`src/rtl/ushr_pkg.sv`:
```
package ushr_pkg;

  typedef enum logic [1:0] {
    MD_HOLD  = 2'b00,
    MD_RIGHT = 2'b01,
    MD_LEFT  = 2'b10,
    MD_LOAD  = 2'b11
  } md_e;

  // Anything that is not one of the three active codes, unknown values included, means hold.
  function automatic md_e md_decode(input logic [1:0] sel);
    case (sel)
      2'b01:   return MD_RIGHT;
      2'b10:   return MD_LEFT;
      2'b11:   return MD_LOAD;
      default: return MD_HOLD;
    endcase
  endfunction

endpackage

```
`src/rtl/ushr_next.sv`:
```
module ushr_next
  import ushr_pkg::*;
#(
  parameter int WIDTH = 8
) (
  input  md_e              md,
  input  logic [WIDTH-1:0] cur,
  input  logic             ser_r,
  input  logic             ser_l,
  input  logic [WIDTH-1:0] par_in,
  output logic [WIDTH-1:0] nxt
);

  logic [WIDTH-1:0] right_v;
  logic [WIDTH-1:0] left_v;

  for (genvar i = 0; i < WIDTH; i++) begin : g_bit
    if (i == 0) begin : g_lo
      assign right_v[i] = ser_r;
    end else begin : g_lo_mid
      assign right_v[i] = cur[i-1];
    end
    if (i == WIDTH - 1) begin : g_hi
      assign left_v[i] = ser_l;
    end else begin : g_hi_mid
      assign left_v[i] = cur[i+1];
    end
  end

  always_comb begin
    case (md)
      MD_RIGHT: nxt = right_v;
      MD_LEFT:  nxt = left_v;
      MD_LOAD:  nxt = par_in;
      default:  nxt = cur;
    endcase
  end

endmodule

```
`src/rtl/ushr_store.sv`:
```
module ushr_store #(
  parameter int WIDTH      = 8,
  parameter bit CLEAR_SYNC = 1'b0
) (
  input  logic             clk,
  input  logic             clr_n,
  input  logic [WIDTH-1:0] nxt,
  output logic [WIDTH-1:0] q
);

  if (CLEAR_SYNC) begin : g_sync_clr
    always_ff @(posedge clk) begin
      if (!clr_n) q <= '0;
      else        q <= nxt;
    end
  end else begin : g_async_clr
    always_ff @(posedge clk or negedge clr_n) begin
      if (!clr_n) q <= '0;
      else        q <= nxt;
    end
  end

endmodule

```
`src/rtl/ushr_port.sv`:
```
module ushr_port
  import ushr_pkg::*;
(
  input  md_e  md,
  input  logic oe1_n,
  input  logic oe2_n,
  output logic drive
);

  logic enabled;
  assign enabled = ~(oe1_n | oe2_n);
  assign drive   = enabled & (md != MD_LOAD);

endmodule

```
`src/rtl/ushr_top.sv`:
```
module ushr_top
  import ushr_pkg::*;
#(
  parameter int WIDTH      = 8,
  parameter bit CLEAR_SYNC = 1'b0
) (
  input  logic             clk,
  input  logic             clr_n,
  input  logic [1:0]       mode_sel,
  input  logic             ser_r_in,
  input  logic             ser_l_in,
  input  logic             oe1_n,
  input  logic             oe2_n,
  input  logic [WIDTH-1:0] pdata_in,
  output logic [WIDTH-1:0] pdata_out,
  output logic             pdata_oe,
  output logic             ser_low_out,
  output logic             ser_high_out
);

  localparam int MSB = WIDTH - 1;

  md_e              md;
  logic [WIDTH-1:0] nxt;
  logic [WIDTH-1:0] q;

  assign md = md_decode(mode_sel);

  ushr_next #(.WIDTH(WIDTH)) u_next (
    .md    (md),
    .cur   (q),
    .ser_r (ser_r_in),
    .ser_l (ser_l_in),
    .par_in(pdata_in),
    .nxt   (nxt)
  );

  ushr_store #(.WIDTH(WIDTH), .CLEAR_SYNC(CLEAR_SYNC)) u_store (
    .clk  (clk),
    .clr_n(clr_n),
    .nxt  (nxt),
    .q    (q)
  );

  ushr_port u_port (
    .md   (md),
    .oe1_n(oe1_n),
    .oe2_n(oe2_n),
    .drive(pdata_oe)
  );

  assign pdata_out    = q;
  assign ser_low_out  = q[0];
  assign ser_high_out = q[MSB];

  a_r1_hold: assert property (@(posedge clk) disable iff (!clr_n)
    (md == MD_HOLD) |=> $stable(pdata_out));

  a_r2_shift_right: assert property (@(posedge clk) disable iff (!clr_n)
    (md == MD_RIGHT) |=> (pdata_out == {$past(pdata_out[MSB-1:0]), $past(ser_r_in)}));

  a_r3_shift_left: assert property (@(posedge clk) disable iff (!clr_n)
    (md == MD_LEFT) |=> (pdata_out == {$past(ser_l_in), $past(pdata_out[MSB:1])}));

  a_r4_load: assert property (@(posedge clk) disable iff (!clr_n)
    (md == MD_LOAD) |=> (pdata_out == $past(pdata_in)));

  a_r10_clear_zero: assert property (@(posedge clk)
    !clr_n |=> (pdata_out == '0));

  always_comb begin
    if (mode_sel == 2'b11) begin
      a_r5_load_release: assert (!pdata_oe);
    end
    if (oe1_n || oe2_n) begin
      a_r5_enable_gate: assert (!pdata_oe);
    end
  end

endmodule

```
`config.mk`:
```
export PLATFORM = sky130hd
export DESIGN_NAME = ushr_top
export DESIGN_NICKNAME = d
export VERILOG_FILES = /design/src/rtl/ushr_pkg.sv /design/src/rtl/ushr_next.sv /design/src/rtl/ushr_store.sv /design/src/rtl/ushr_port.sv /design/src/rtl/ushr_top.sv
export SDC_FILE = /design/constraint.sdc
export NUM_CORES = 1
export LEC_CHECK = 0
export ABC_AREA = 1
export BUFFER_PORTS_ARGS = -buffer_cell sky130_fd_sc_hd__buf_2
export CAP_MARGIN = 20
export CORE_AREA = 2 2 39 41
export DETAILED_ROUTE_END_ITERATION = 7
export DIE_AREA = 0 0 41 43
export PLACE_DENSITY_LB_ADDON = 0.05
export SLEW_MARGIN = 40
export SYNTH_ARGS = -nofsm -noshare
export SYNTH_HDL_FRONTEND = slang
export SYNTH_HIERARCHICAL = 1
export SYNTH_SLANG_ARGS = --single-unit
```
`constraint.sdc`:
```
create_clock -name clk -period 1.6 [get_ports clk]
set_input_delay 0.08 -clock clk [delete_from_list [all_inputs] [get_ports clk]]
set_output_delay 0.08 -clock clk [all_outputs]
set_load 0.01 [all_outputs]
```
### Yosys cells after proc, flatten, opt, wreduce, memory -nomap -nowiden

Cells that the tools add are included.

| word-level totals | value |
|---|---|
| flip-flop bits (word level) | 8 |
| bits in latches | 0 |
| RAM bits | 0 |
| ROM bits | 0 |
| bits of input ports | 16 |
| output and inout port bits | 11 |
| logic and storage cells | 14 |
| memories | 0 |

| cells by class | value |
|---|---|
| $add $sub $neg | 0 |
| multiply operators | 0 |
| div/mod/pow operators | 0 |
| order comparisons | 0 |
| equal/unequal tests | 7 |
| shifts and indexed selects | 0 |
| mux-type cells | 2 |
| bitwise operators | 3 |
| reductions and logical operators | 1 |

Operators with widths:

| cell | count |
|---|---|
| one-hot mux 8 bit (3 select lines) | 1 |
| == test 2 bit (second input constant) | 4 |
| one-hot mux 2 bit (3 select lines) | 1 |
| == test 2 x 1 -> 1 bit (second input constant) | 2 |
| nonzero test 3 bit | 1 |
| != test 2 bit (second input constant) | 1 |
| AND 1 bit | 1 |
| inverter 1 bit | 1 |
| OR 1 bit | 1 |

### Longest topological paths before layout

Gate-level depths: netlist of run 1.

| depth | value |
|---|---|
| depth in word-level cells | 4 |
| gate-level depth with buffers | 5 |
| gate-level depth less buffers | 3 |

### Cells and area by module

Netlist of run 1, hierarchy kept.

By module, submodules not included:

| module | times used | cells an instance | area an instance (um2) | seq. area each (um2) |
|---|---|---|---|---|
| ushr_next | 1 | 47 | 264.0 | 0.0 |
| ushr_store | 1 | 8 | 200.2 | 200.2 |
| ushr_top | 1 | 4 | 22.5 | 0.0 |
| ushr_port | 1 | 4 | 15.0 | 0.0 |

### Worst setup path before layout of run 1

Ideal clock, no wire load.

| path | value |
|---|---|
| path type | reg-to-reg |
| start point | reg u_store.q[0] |
| end point | reg u_store.q[1] |
| library setup time | 130 ps |
| arrival time | 582 ps |
| data required time | 1470 ps |
| path slack | 889 ps |
| stages on the path, launching flop included | 3 |
| buffers on the path | 0 |
| period minus slack after synthesis | 711 ps |
| cell sequence | dfrtp_1 > nand3_1 > nand4_1 |

| on the way | value |
|---|---|
| longest elaborated chain between the ends | 1 |

RTL lines:

| item | RTL line | RTL |
|---|---|---|
| start, declared | ushr_store.sv:8 | `output logic [WIDTH-1:0] q` |
| start signal, assigned | ushr_store.sv:19 | `else q <= nxt;` |
| one-hot mux 8 bit (3 select lines) | ushr_next.sv:31 | `case (md)` |
| via nxt[1] | ushr_top.sv:24 | `logic [WIDTH-1:0] nxt;` |

The timed path passes the listed nets, and every way through them passes these cells.
A chain may end at the register's enable or synchronous reset.

### Worst setup path in the final report of run 1

| path | value |
|---|---|
| start point | reg u_store.q[1] |
| end point | out pdata_out[1] |

RTL lines:

| item | RTL line | RTL |
|---|---|---|
| end, declared | ushr_top.sv:15 | `output logic [WIDTH-1:0] pdata_out,` |

No word-level cell between the ends.

==> impl_metrics.yaml, run 1 <==
clocking:
  cts_buffers: 3
  ctsResizeCount: 0
  clk_pin_slew_ns: 0.05
  cts.sinks: 8
  clk_latency_ns: 0.25
  cts_htree_levels: 1
  clockBufferDepth: 2
  cts_setup_buffers: 0
  cts_root_buf: "clkbuf_4"
  hold_buffers: 1
  cts_tree: "built"
synth:
  synthesis.nets: 79
  netlist_instances: 63
  seq_area_frac_synth_pct: 39.9
  synth.largest_area_cell: "dfrtp_1"
  synth_top_area_share_pct: 39.9
  synth-seq-cells: 8
  synthTopCellsByArea: "dfrtp_1, nand3_1, nand4_1"
  synthesis.area_um2: 502
  synth_cell_type_count: 11
  synth.avg_cell_area_um2: 7.96
  ys_warn_count: 6
setup_path:
  cp-start-kind: "flop"
  worst-path-stages: 1
  reg2reg_to: "u_store/q[2]"
  crit_end: "pdata_out[1]"
  path_delay_family: "flip-flops"
  path_class: "reg2out"
  cp.arrival_ns: 0.82
  critPathBufInv: 1
  path_cells: "buf_2"
  cp.required_ns: 1.52
  max_stage_delay_ns: 0.41
  worst_path_max_delay_cell: "dfrtp_1"
  crit_start: "u_store/q[1]"
  critPathMaxFanout: 4
  rr_startpoint: "u_store/q[3]"
  reg2reg_depth: 2
  r2r_slack_ns: 0.86
  cp-end-kind: "primary output"
cells_and_area:
  final_util_pct: 44.6
  largest_register: "u_store/q"
  nets: 103
  drive_above_1_share_pct: 37.6
  largest_register_ffs: 8
  n_antenna_cell: 0
  area_delta_synth_final_pct: 22.9
  largestRegisters: "u_store/q: 8 flops"
  fill_cells: 145
routing:
  drt_pre_antenna_iters: 4
  antenna_left: 0
  viasPerCell: 5.21
  num_vias: 526
  drc: 0
  routed_wl_um: 1260
  drtIter0Drc: 10
  drt-wirelength-per-cell_um: 12.5
floorplan:
  core.rowCount: 14
  initial_core_util_pct: 36.3
  die_w_um: 41
  fp.coreArea_mm2: 0.00138
  die_y_um: 43
  dieArea_mm2: 0.00176
  ios: 27
sta:
  finalSetupViolations: 0
  finalCritPeriodShare_pct: 56.3
  setup-tns-final_ns: 0
  fin_skew_ns: 0.00102
  fin_crit_ns: 0.900
  rsz0062_at_grt: "no"
  tightest_slew_ns: 0.357
  fmax_mhz: 1110
  max_slew_margin_pct: 76.2
  finalHoldViolCount: 0
  slew_violations: 0
place:
  dp_hpwl_um: 891
  gp_congestion: 0.744
  portBuffers: 26
run_status:
  outcome: "complete, no violations"
grt:
  grt-ovfl-total: 0
  grt_pass1_vias: 476
  antenna_found_initial: 0
  grt_max_degree: 20
  grt_usage_pct: 17.2
  grt_pass1_wl_um: 2040
hold_path:
  hp-start: "pdata_in[4]"
  holdCritPathClass: "in2reg"
power_and_ir_drop:
  power.density_mw_per_mm2: 896
  leakagePower_nw: 0.315
  ir_drop_mv: 0.373
  finalPower_uw: 553
job:
  max_cap_viol_count: 0
==> stage by stage <==
stage	std cells	worst slack (ns)	area (µm²)	hold slack (ns)
2_1_floorplan	63	0.889	502	-0.216
3_3_place_gp	97	0.728	584	-0.0661
3_5_place_dp	97	0.721	584	-0.0656
4_1_cts	101	0.688	617	0.0716
5_1_grt	101	0.651	617	0.0981
6_report	101	0.700	617	0.0802
==> cells by family after synthesis <==
logic type             Yosys count  share of synthesized area, %
buffers and inverters           11                          15.7
DFF                              8                          39.9
and+or+nand+nor                 44                          44.4
==> Yosys cell counts <==
master	n
nand3_1	24
nand2_1	10
dfrtp_1	8
nand4_1	8
buf_6	4
buf_4	2
clkbuf_1	2
inv_2	2
inv_1	1
nor2_1	1
nor2_4	1
==> layout make-up <==
class	count	area (µm²)	area share [%]
repair buffers	27	140	22.7
multi-input cells	44	223	36.1
clock buffers	3	22.5	3.65
inverters	3	11.3	1.83
flip-flops and latches	8	200	32.5
well taps	16	20.0	3.25
==> worst min path at each step <==
stage | endpoint | cells past startpoint | slack (ns)
after floorplan | u_store/q[0] | 0 | -0.22
after global placement | u_store/q[6] | 1 | -0.07
after detailed placement | u_store/q[6] | 1 | -0.07
after CTS | u_store/q[4] | 3 | 0.07
after global routing | u_store/q[0] | 3 | 0.1
final | u_store/q[4] | 3 | 0.08
==> cells in the final DEF, fill, tap and decap left out, drive strengths merged <==
cell | netlist | final
dfrtp | 8 | 8
nand4 | 8 | 8
nand2 | 10 | 10
nand3 | 24 | 24
nor2 | 2 | 2
dlygate4sd3 | 0 | 1
inv | 3 | 3
clkbuf | 2 | 3
buf | 6 | 26
==> where the power goes <==
group | total (mW) | switching, mW | leakage [nW] | internal [mW]
logic | 0.141 | 0.0796 | 0.201 | 0.0611
registers | 0.261 | 0.0296 | 0.100 | 0.231
clock network | 0.151 | 0.0656 | 0.0138 | 0.0856
==> per-layer routing <==
| layer | global-route usage (%) | routed length [µm] | vias to the layer above | part of all wire, % |
|---|---|---|---|---|
| met3 | 7.85 | 87 | 0 | 6.9 |
| met5 | 0 | 0 | - | 0 |
| li1 | - | - | 265 | - |
| met4 | 4.00 | 0 | 0 | 0 |
| met1 | 23.2 | 598 | 240 | 47 |
| met2 | 24.4 | 572 | 21 | 45 |
Power figures use the tool's default switching activity.
==> run 2, diff against run 1 <==
==> constraint.sdc (replaced) <==
create_clock -name clk -period 0.9 [get_ports clk]
set_input_delay 0.045 -clock clk [delete_from_list [all_inputs] [get_ports clk]]
set_output_delay 0.045 -clock clk [all_outputs]
set_load 0.01 [all_outputs]
==> run 2 against run 1 <==
- final cell count is 5.0% higher
- largest power group unchanged
- sequential power up 75%
- global-route usage is 0.40 points higher
- cell area increased by 6.1%
- via count rose by 2.1%
- hold slack worse by 0.037 ns
- highest routed layer is now met4
- combinational power rose by 100%
==> impl_metrics.yaml, run 2 (synthesis gave the netlist of run 1 again) <==
run_status:
  outcome: "complete, no violations"
floorplan:
  die_y_um: 43
  fp.coreArea_mm2: 0.00138
  dieArea_mm2: 0.00176
  initial_core_util_pct: 36.3
  ios: 27
  die_w_um: 41
  core.rowCount: 14
setup_path:
  critPathMaxFanout: 4
  path_cells: "buf_2"
  max_stage_delay_ns: 0.41
  path_delay_family: "flip-flops"
  cp-end-kind: "primary output"
  cp.required_ns: 0.85
  path_class: "reg2out"
  cp.arrival_ns: 0.83
  r2r_slack_ns: 0.08
  reg2reg_depth: 3
  critPathBufInv: 1
  reg2reg_to: "u_store/q[5]"
  rr_startpoint: "u_store/q[6]"
  worst_path_max_delay_cell: "dfrtp_1"
  cp-start-kind: "flop"
sta:
  fmax_mhz: 1150
  fin_skew_ns: 0.00193
  setup-tns-final_ns: 0
  finalSetupViolations: 0
  worst_slack_ns: 0.0287
  finalCritPeriodShare_pct: 96.8
  max_slew_margin_pct: 84.6
  fin_crit_ns: 0.871
  rsz0062_at_grt: "no"
  slew_violations: 0
  whs_ns: 0.0433
  tightest_slew_ns: 0.231
  finalHoldViolCount: 0
routing:
  drt_pre_antenna_iters: 4
  drc: 0
  num_vias: 537
  routed_wl_um: 1310
  antenna_left: 0
  drtIter0Drc: 16
  viasPerCell: 5.07
  drt-wirelength-per-cell_um: 12.3
clocking:
  clk_pin_slew_ns: 0.06
  clockBufferDepth: 2
  cts_htree_levels: 1
  cts.sinks: 8
  cts_root_buf: "clkbuf_4"
  ctsResizeCount: 0
  cts_buffers: 3
  clk_latency_ns: 0.26
  cts_tree: "built"
grt:
  grt_max_degree: 12
  grt_pass1_vias: 500
  antenna_found_initial: 0
  grt_pass1_wl_um: 2070
  grt-ovfl-total: 0
  grt_usage_pct: 17.6
cells_and_area:
  largest_register: "u_store/q"
  nets: 108
  fill_cells: 141
  drive_above_1_share_pct: 41.1
  mostFrequentLayoutCells: "buf_2, nand3_1, nand2_1"
  largestRegisters: "u_store/q: 8 flops"
  area_delta_synth_final_pct: 30.4
  n_antenna_cell: 0
  largest_register_ffs: 8
  final_util_pct: 47.3
  layout_commonest_cell: "buf_2"
hold_path:
  hp-start: "pdata_in[7]"
  whs_path_depth: 3
  holdCritPathClass: "in2reg"
  holdPathEnd: "u_store/q[7]"
place:
  pre_cts_slack_ns: 0.164
  portBuffers: 26
  gp_congestion: 0.730
  dp_hpwl_um: 954
power_and_ir_drop:
  ir_drop_mv: 0.862
  leakagePower_nw: 0.340
  power.density_mw_per_mm2: 1570
  finalPower_mw: 1.03
job:
  max_cap_viol_count: 0
[run 2: cell count changes in the layout (fill, tap and decap cells not counted)]
cell,previous run,this run
buf_4,0,5
[run 2: tightest hold or removal path, stage by stage]
cell     delay, ns
buf_2         0.07
nand3_1       0.06
nand4_1       0.08
[run 2: worst max path at each step]
stage | start | end | slack [ns] | cells after the start
floorplan | u_store/q[0] | u_store/q[1] | 0.19 | 2
global placement | mode_sel[0] | u_store/q[5] | 0.17 | 4
detailed placement | mode_sel[0] | u_store/q[5] | 0.16 | 4
CTS | u_store/q[3] | pdata_out[3] | 0.02 | 1
global route | u_store/q[1] | pdata_out[1] | 0.00004 | 1
finish | u_store/q[3] | pdata_out[3] | 0.03 | 1
[run 2: cell type report]
type                            count  area [µm²]  area share (%)
Multi-Input combinational cell     44         223            34.0
Sequential cell                     8         200            30.6
Timing Repair Buffer               32         178            27.2
Clock buffer                        3        22.5            3.44
Tap cell                           16        20.0            3.06
Inverter                            3        11.3            1.72
[run 2: stage by stage]
stage,cells,cell area [µm²]
6_report,106,654
5_1_grt,106,654
4_1_cts,104,639
3_5_place_dp,100,607
3_3_place_gp,100,607
2_1_floorplan,63,502
[run 2: timing repair]
item / in CTS / in global routing
hold buffers: 1 / 0
setup buffers: 0 / 2
endpoints found under the hold margin: 8 / 0
endpoints found under the setup margin: 0 / 2
[run 2: layer usage]
layer  track usage, %  share of wire (%)  vias to the layer above
li1                 -                  -                      274
met1             24.8                 48                      236
met2             23.1                 44                       25
met3             4.71                6.5                        2
met4             10.0               0.38                        0
met5                0                  0                        -
[run 2: where the power goes]
| part | internal (mW) | total [mW] | switching [mW] |
|---|---|---|---|
| logic | 0.133 | 0.287 | 0.154 |
| clock network | 0.153 | 0.284 | 0.131 |
| registers | 0.410 | 0.456 | 0.0454 |
| total | 0.696 | 1.03 | 0.330 |
==> run 3, diff against run 2 <==
--- a/config.mk
+++ b/config.mk
@@ -8,9 +8,9 @@
 export ABC_AREA = 1
 export BUFFER_PORTS_ARGS = -buffer_cell sky130_fd_sc_hd__buf_2
 export CAP_MARGIN = 20
-export CORE_AREA = 2 2 39 41
+export CORE_AREA = 10 10 47 49
 export DETAILED_ROUTE_END_ITERATION = 7
-export DIE_AREA = 0 0 41 43
+export DIE_AREA = 0 0 57 59
 export PLACE_DENSITY_LB_ADDON = 0.05
 export SLEW_MARGIN = 40
 export SYNTH_ARGS = -nofsm -noshare
==> run 3 against run 2 <==
- critical path depth did not move
- register-to-register slack gained 0.10 ns
- sequential power rose by 0.9%
- sequential share of layout area rose by 0.72 points
- power decreased by 2.0%
- critical endpoint is now pdata_out[2]
==> impl_metrics.yaml, run 3 (synthesis gave the netlist of run 1 again) <==
floorplan:
  fp.coreArea_mm2: 0.00140
  die_y_um: 59
  die_w_um: 57
  core.rowCount: 14
  initial_core_util_pct: 35.8
  dieArea_mm2: 0.00336
  ios: 27
power_and_ir_drop:
  power.density_mw_per_mm2: 1570
  finalPower_mw: 1.01
  leakagePower_nw: 0.330
  ir_drop_mv: 0.639
sta:
  tightest_slew_ns: 0.230
  setup-tns-final_ns: 0
  slew_violations: 0
  finalSetupViolations: 0
  fin_skew_ns: 0.000213
  fmax_mhz: 1170
  finalHoldViolCount: 0
  finalCritPeriodShare_pct: 95.3
  worst_slack_ns: 0.0422
  rsz0062_at_grt: "no"
  fin_crit_ns: 0.858
  max_slew_margin_pct: 84.7
setup_path:
  cp-end-kind: "primary output"
  path_class: "reg2out"
  critPathMaxFanout: 4
  path_delay_family: "flip-flops"
  r2r_slack_ns: 0.18
  critPathBufInv: 1
  cp.arrival_ns: 0.81
  worst_path_max_delay_cell: "dfrtp_1"
  path_cells: "buf_2"
  reg2reg_depth: 2
  max_stage_delay_ns: 0.41
  reg2reg_to: "u_store/q[6]"
  rr_startpoint: "u_store/q[5]"
  cp.required_ns: 0.85
  cp-start-kind: "flop"
clocking:
  cts_tree: "built"
  cts_root_buf: "clkbuf_4"
  cts_setup_buffers: 0
  cts_buffers: 3
  cts_htree_levels: 1
  cts.sinks: 8
  clockBufferDepth: 2
  clk_latency_ns: 0.25
  clk_pin_slew_ns: 0.06
hold_path:
  holdPathEnd: "u_store/q[4]"
  whs_path_depth: 3
  hp-start: "pdata_in[4]"
  holdCritPathClass: "in2reg"
grt:
  grt_max_degree: 12
  grt_pass1_wl_um: 2340
  grt-ovfl-total: 0
  grt_pass1_vias: 522
  antenna_found_initial: 0
  grt_usage_pct: 8.72
routing:
  antenna_left: 0
  drtIter0Drc: 12
  met2_length_um: 687
  viasPerCell: 5.10
  top_layer_used: "met4"
  drt_pre_antenna_iters: 4
  drt-wirelength-per-cell_um: 14.2
  num_vias: 530
  drc: 0
  met3_length_um: 125
  routed_wl_um: 1480
  wl_met1_um: 655
run_status:
  outcome: "complete, no violations"
cells_and_area:
  mostFrequentLayoutCells: "buf_2, nand3_1, nand2_1"
  area_delta_synth_final_pct: 27.4
  largestRegisters: "u_store/q: 8 flops"
  n_antenna_cell: 0
  fill_cells: 151
  nets: 106
  largest_register: "u_store/q"
  layout_commonest_cell: "buf_2"
  largest_register_ffs: 8
  drive_above_1_share_pct: 39.8
place:
  gp_congestion: 0.770
  portBuffers: 26
  pre_cts_slack_ns: 0.173
  dp_hpwl_um: 1150
job:
  max_cap_viol_count: 0
## run 3: worst max path at each step
stage | from | endpoint | slack (ns) | cells past startpoint
after floorplan | u_store/q[0] | u_store/q[1] | 0.19 | 2
after global placement | mode_sel[0] | u_store/q[5] | 0.17 | 4
after detailed placement | mode_sel[0] | u_store/q[3] | 0.17 | 4
after CTS | u_store/q[1] | pdata_out[1] | 0.03 | 1
after global routing | u_store/q[4] | pdata_out[4] | 0.001 | 1
final | u_store/q[2] | pdata_out[2] | 0.04 | 1
## run 3: cell type report
cell class | instances | area [µm²] | share of cell area (%)
clock buffer | 3 | 22.5 | 3.52
multi-input combinational | 44 | 223 | 34.8
sequential | 8 | 200 | 31.3
tap | 16 | 20.0 | 3.13
timing repair buffer | 30 | 163 | 25.4
inverter | 3 | 11.3 | 1.76
## run 3: what timing repair did
action | in CTS | in global routing
endpoints found under the hold margin | 8 | 0
gates resized for setup | 0 | 0
hold buffers | 1 | 0
## run 3: tightest hold or removal path, stage by stage
cell and delay, ns:
buf_2 0.07, nand3_1 0.06, nand4_1 0.08
## run 3: where the power goes
part           internal, mW  switching (mW)
combinational         0.118           0.147
clock                 0.153           0.128
sequential            0.410          0.0499
## run 3: metrics by stage
stage          hold slack, ns  cell area [µm²]  cells  util, %
3_5_place_dp          -0.0959              607    100     43.3
5_1_grt                0.0444              639    104     45.6
6_report               0.0489              639    104     45.6
3_3_place_gp          -0.0964              607    100     43.3
4_1_cts                0.0437              639    104     45.6
2_1_floorplan          -0.251              502     63        -
## run 3: routing by layer
layer / vias up / global-route usage, %
met5: - / 0
met1: 237 / 9.74
li1: 273 / -
met2: 18 / 13.2
met3: 2 / 4.29
met4: 0 / 5.03
